==> src/rtl/vb_pkg.sv <==
package vb_pkg;
  // next position of the allocation rotation over n slots
  function automatic int unsigned vb_rot_next(input int unsigned cur, input int unsigned n);
    return (cur + 1 >= n) ? 0 : cur + 1;
  endfunction

  // an overwrite must be written back when the slot holds a live modified line
  function automatic logic vb_needs_wb(input logic live, input logic modified);
    return live & modified;
  endfunction
endpackage

==> src/rtl/vb_match.sv <==
module vb_match #(
  parameter int ENTRIES = 8,
  parameter int TAG_W   = 26
) (
  input  logic                          clk,
  input  logic                          rst_n,
  input  logic [ENTRIES-1:0]            live,
  input  logic [ENTRIES-1:0][TAG_W-1:0] tags,
  input  logic [TAG_W-1:0]              probe,
  output logic [ENTRIES-1:0]            match_vec,
  output logic                          any_match,
  output logic [$clog2(ENTRIES)-1:0]    match_idx
);
  localparam int IDX_W = $clog2(ENTRIES);

  for (genvar g = 0; g < ENTRIES; g++) begin : g_cmp
    assign match_vec[g] = live[g] && (tags[g] == probe);
  end

  assign any_match = |match_vec;

  always_comb begin
    match_idx = '0;
    for (int i = 0; i < ENTRIES; i++) begin
      if (match_vec[i]) match_idx = IDX_W'(i);
    end
  end

  // tags held in the buffer are unique, so at most one comparator fires
  p_single_match_r3: assert property (@(posedge clk) disable iff (!rst_n)
    $onehot0(match_vec));
endmodule

==> src/rtl/vb_alloc.sv <==
module vb_alloc #(
  parameter int ENTRIES = 8
) (
  input  logic                       clk,
  input  logic                       rst_n,
  input  logic                       step,
  output logic [$clog2(ENTRIES)-1:0] slot
);
  import vb_pkg::*;
  localparam int IDX_W = $clog2(ENTRIES);

  logic [IDX_W-1:0] slot_q;

  always_ff @(posedge clk or negedge rst_n) begin
    if (!rst_n)    slot_q <= '0;
    else if (step) slot_q <= IDX_W'(vb_rot_next(int'(slot_q), ENTRIES));
  end

  assign slot = slot_q;

  // swaps and idle cycles leave the rotation where it is
  p_hold_when_idle_r4: assert property (@(posedge clk) disable iff (!rst_n)
    !step |=> $stable(slot_q));
endmodule

==> src/rtl/victim_buffer.sv <==
module victim_buffer #(
  parameter int ENTRIES = 8,
  parameter int TAG_W   = 26,
  parameter int DATA_W  = 128
) (
  input  logic              clk,
  input  logic              rst_n,
  input  logic              ins_valid,
  input  logic [TAG_W-1:0]  ins_tag,
  input  logic              ins_dirty,
  input  logic [DATA_W-1:0] ins_data,
  input  logic              lk_valid,
  input  logic [TAG_W-1:0]  lk_tag,
  output logic              lk_hit,
  output logic              lk_dirty,
  output logic [DATA_W-1:0] lk_data,
  output logic              nl_req,
  output logic [TAG_W-1:0]  nl_tag,
  output logic              wb_valid,
  output logic [TAG_W-1:0]  wb_tag,
  output logic [DATA_W-1:0] wb_data
);
  import vb_pkg::*;
  localparam int IDX_W = $clog2(ENTRIES);

  logic [ENTRIES-1:0]             live_q;
  logic [ENTRIES-1:0]             mod_q;
  logic [ENTRIES-1:0][TAG_W-1:0]  tag_q;
  logic [ENTRIES-1:0][DATA_W-1:0] data_q;

  logic [ENTRIES-1:0] match_vec;
  logic               any_match;
  logic [IDX_W-1:0]   match_idx;
  logic [IDX_W-1:0]   rot_slot;

  // named internal events
  logic             probe_hit;
  logic             swap_ev;
  logic             take_ev;
  logic             alloc_ev;
  logic             spill_ev;
  logic             wr_en;
  logic [IDX_W-1:0] wr_idx;

  vb_match #(.ENTRIES(ENTRIES), .TAG_W(TAG_W)) i_match (
    .clk(clk), .rst_n(rst_n), .live(live_q), .tags(tag_q), .probe(lk_tag),
    .match_vec(match_vec), .any_match(any_match), .match_idx(match_idx)
  );

  assign probe_hit = lk_valid && any_match;
  assign swap_ev   = probe_hit && ins_valid;
  assign take_ev   = probe_hit && !ins_valid;
  assign alloc_ev  = ins_valid && !swap_ev;
  assign spill_ev  = alloc_ev && vb_needs_wb(live_q[rot_slot], mod_q[rot_slot]);
  assign wr_en     = swap_ev || alloc_ev;
  assign wr_idx    = swap_ev ? match_idx : rot_slot;

  vb_alloc #(.ENTRIES(ENTRIES)) i_alloc (
    .clk(clk), .rst_n(rst_n), .step(alloc_ev), .slot(rot_slot)
  );

  always_ff @(posedge clk or negedge rst_n) begin
    if (!rst_n) begin
      live_q <= '0;
      mod_q  <= '0;
    end else if (wr_en) begin
      live_q[wr_idx] <= 1'b1;
      mod_q[wr_idx]  <= ins_dirty;
    end else if (take_ev) begin
      live_q[match_idx] <= 1'b0;
      mod_q[match_idx]  <= 1'b0;
    end
  end

  always_ff @(posedge clk) begin
    if (wr_en) begin
      tag_q[wr_idx]  <= ins_tag;
      data_q[wr_idx] <= ins_data;
    end
  end

  assign lk_hit   = probe_hit;
  assign lk_dirty = probe_hit && mod_q[match_idx];
  assign lk_data  = probe_hit ? data_q[match_idx] : '0;
  assign nl_req   = lk_valid && !any_match;
  assign nl_tag   = lk_tag;
  assign wb_valid = spill_ev;
  assign wb_tag   = tag_q[rot_slot];
  assign wb_data  = data_q[rot_slot];

  p_alloc_stores_r2: assert property (@(posedge clk) disable iff (!rst_n)
    alloc_ev |=> live_q[$past(rot_slot)] && tag_q[$past(rot_slot)] == $past(ins_tag)
                 && mod_q[$past(rot_slot)] == $past(ins_dirty));

  p_swap_refills_r4: assert property (@(posedge clk) disable iff (!rst_n)
    swap_ev |=> live_q[$past(match_idx)] && tag_q[$past(match_idx)] == $past(ins_tag));

  p_take_frees_r5: assert property (@(posedge clk) disable iff (!rst_n)
    take_ev |=> !live_q[$past(match_idx)]);

  p_spill_needs_insert_r8: assert property (@(posedge clk) disable iff (!rst_n)
    wb_valid |-> ins_valid && !lk_hit);
endmodule

==> config.mk <==
export PLATFORM = sky130hd
export DESIGN_NAME = victim_buffer
export DESIGN_NICKNAME = d
export VERILOG_FILES = /design/src/rtl/vb_pkg.sv /design/src/rtl/vb_match.sv /design/src/rtl/vb_alloc.sv /design/src/rtl/victim_buffer.sv
export SDC_FILE = /design/constraint.sdc
export NUM_CORES = 2
export LEC_CHECK = 0
export BUFFER_PORTS_ARGS = -buffer_cell sky130_fd_sc_hd__buf_4
export CAP_MARGIN = 20
export CORE_MARGIN = 1
export CORE_UTILIZATION = 56
export DETAILED_ROUTE_END_ITERATION = 10
export PLACE_DENSITY_LB_ADDON = 0.15
export SLEW_MARGIN = 20
export SYNTH_ARGS = -nofsm -noshare
export SYNTH_HDL_FRONTEND = slang
export SYNTH_SLANG_ARGS = --single-unit
==> constraint.sdc <==
create_clock -name clk -period 28.7 [get_ports clk]
set_input_delay 2.87 -clock clk [delete_from_list [all_inputs] [get_ports clk]]
set_output_delay 2.87 -clock clk [all_outputs]
set_load 0.02 [all_outputs]
==> metrics.txt <==
TritonCTS clock tree built; length of the first detailed-routing pass in iterations 6; via density per instance 6.71; Combinational Power Share 0.328; CTS root buffer clkbuf_16; mean routed wirelength per cell 31.6 um; total negative slack 0 ns; Post-Route Utilization 0.651; total vias in the final route 36.8k; clock power share 0.274; max-cap violation count 0; growth of design area from synthesis to finish 15.3%; Detailed Route WL 173000 um; final slew viol count 0; clock-pin slew of the registers on the worst-case setup and hold paths 0.06 ns; share of the synthesized area in compound gates (AO/OA/AOI/OAI) 0.0609; weighted congestion at the end of routability-driven global placement 1.04; remaining max-slew budget at the tightest pin 0.246; buffer count from post-CTS setup fixing 0; CTS Buf Count 135; total power divided by cell area about 90 nW/um^2; max frequency 0.0925 GHz; footprint of the multi-input gates 19700 um^2; outcome finished, final reports clean; Crit path arrival time ~8 ns; required time at the endpoint of the critical path around 26 ns; DPL Wire Length 101000 um; I/O Pins just under 500; combined global-route utilization of all metal layers 0.325; total of flip-flops plus latches after synthesis 1251; die height 325 um; area of the mapped netlist 58400 um^2; asr flop ratio synth 0.0152; antenna violations before repair 14; Antenna Nets Post-Route 0; sink count of the clock tree roughly 1.3k; Floorplan Core Area 103000 um^2; Clock Latency Late Sink 0.75 ns; Avg Cell Area, Syn around 16 um^2; total number of H-tree levels 4; cts-stage hold buffer count 0; internal power just over 0.004 W; mux share of post-synthesis cell area 0.192; proportion of layout cells with a drive suffix above 1 0.309; die boundary width 325 um; launching element type of the critical path input pin; Final WS setup 17.89 ns; post-layout min period 10.81 ns; peak supply drop 102 uV; sequential cell fraction of total power 0.398; full die area 106000 um^2; biggest fanout along the worst timing path 38; starting density of the core 0.565; maximum number of pins on one net before global-route repair 165; capturing element type of the critical path primary output; warnings from Yosys 0; buffer levels on the longest clock path 3; Reg area about 37000 um^2; total grt overflow 0; number of standard cells after synthesis about 3.6k; sequential-to-total area share from yosys stat 0.641; cell depth of the worst flop-to-flop path 11; Post-Synthesis Net Count 3761; DRC 0; min-delay worst type flip-flop to flip-flop; Final #Nets approximately 4.2k; wire length of the first global-routing pass 250000 um; pre-CTS worst setup slack 18.05 ns; Hold Path Cell Cnt 2; most common flop cell mapped by yosys edfxtp_1; distinct cell type count after synthesis 63; Adder-Cell Fraction of Synth Area 0.000214; number of placement rows 118; CP Class input pin to primary output; fraction of the mapped netlist area in simple logic gates 0.0501; setup repair after global routing missed its margin false; setup violators final 0; number of gates resized after cts 0; area share of xor/xnor cells in the synthesized design 0.0313; leakage power 21.6 nW; Power, Total 0.00609 W; count of buffers from port buffering 496; DRC violation total after the first TritonRoute iteration 3885; hold slack 0.554 ns; count of fill cells added during filler insertion between 7k and 8k; net switching share of the total power 0.320; crit share post-route 0.377; Slew @ Worst Pin 1.13 ns; Post-Route Skew 0.0292 ns; number of enable-type register cells in the synthesized netlist 1232; Hold Vio Cnt, Final 0; main combinational cell family by area after synthesis multiplexers; sw power 0.00195 W; number of global-route vias before repair 36.3k
## power groups by stage
stage | clock (W) | sequential (W) | combinational (W)
after floorplan | 0 | 0.00243 | 0.00130
after global placement | 0 | 0.00245 | 0.00199
after detailed placement | 0 | 0.00246 | 0.00199
after CTS | 0.00169 | 0.00242 | 0.00200
after global routing | 0.00175 | 0.00244 | 0.00208
final | 0.00167 | 0.00242 | 0.00200
## cell families (layout without fill, tap and decap cells)
group	Yosys count	count (layout)
other	0	10
adder cells (fa/ha/maj)	1	1
AO/OA/AOI/OAI	474	474
flip-flops	1251	1251
buffers and inverters	299	809
AND/OR/NAND/NOR	626	626
XOR/XNOR	209	209
multiplexers	715	715
## layout by cell type, fill, tap and decap left out, types with 24 or more instances in the layout
cell	count
buf_4	553
o221ai_1	69
nand4_1	75
o21ai_0	76
a31oi_1	38
edfxtp_1	1232
xor2_1	73
nor4_1	30
nor2_1	153
mux2i_1	252
mux2_2	155
nand2_1	256
a21oi_1	109
a221oi_1	24
o2111ai_1	37
clkbuf_16	141
or3_1	39
mux4_2	308
xnor2_1	136
a2111oi_2	24
clkinv_1	36
a2111oi_1	26
## registers in the layout (all words and copies together) (netlist names)
| signal | count |
|---|---|
| data_q | 1024 |
| tag_q | 208 |
| live_q | 8 |
| mod_q | 8 |
| i_alloc.slot | 3 |
## worst max-delay path, stage by stage
cell       delay, ns
buf_4           0.17
xnor2_1         0.38
nand4_1         0.14
nor4_1          0.77
nand4_1         0.47
nand2_2         0.31
nor3b_2         0.07
buf_4           0.29
nand3_4         0.60
buf_4           0.66
o221ai_1        0.18
a2111oi_0       0.69
buf_4           0.27
## worst paths after layout
path / startpoint / endpoint / slack (ns)
max: lk_tag[15] / lk_data[56] / 17.89
min: mod_q[7] / mod_q[7] / 0.55
max reg2reg: tag_q[49] / data_q[218] / 22.25
min reg2reg: mod_q[7] / mod_q[7] / 0.55
max in group asynchronous: rst_n / i_alloc.slot[2] / 26.43
min in group asynchronous: rst_n / live_q[5] / 2.00
## routing by layer
metal / share of wire / GRT usage / up-vias
met5: 0.00046 / 0 / -
met4: 0.036 / 0.126 / 14
met3: 0.10 / 0.0790 / 359
met2: 0.48 / 0.508 / 2020
met1: 0.38 / 0.445 / 19000
li1: - / - / 15300
## stage by stage
step | std cells | cell area (um^2)
after global routing | 5472 | 67400
after floorplan | 3575 | 58400
after detailed placement | 5221 | 63100
after CTS | 5464 | 67400
after global placement | 5221 | 63100
final | 5475 | 67400
## cells in the mapped netlist, types with 23 or more instances
cell type  number  area [um^2]
a2111oi_1      26          260
a2111oi_2      24          360
a21oi_1       110          551
a221o_1        23          230
a221oi_1       24          210
a31oi_1        39          244
buf_1          41          154
buf_2          47          235
buf_4          47          353
clkbuf_1      147          552
edfxtp_1     1232        37000
mux2_2        155         1750
mux2i_1       252         2520
mux4_2        308         6940
nand2_1       256          961
nand4_1        75          469
nor2_1        158          593
nor4_1         30          188
o2111ai_1      37          324
o21ai_0        76          380
o221ai_1       69          604
or3_1          39          244
xnor2_1       136         1190
xor2_1         73          639
## final cells by class
class                   instances  share of cell area
flip-flops and latches       1251               0.556
multi-input cells            2025               0.292
repair buffers                559              0.0635
clock buffers                 164              0.0536
well taps                    1380              0.0256
clock inverters                79             0.00895
inverters                       7            0.000501
diodes                         10            0.000371
No activity file was read; power rests on OpenSTA's default activity.
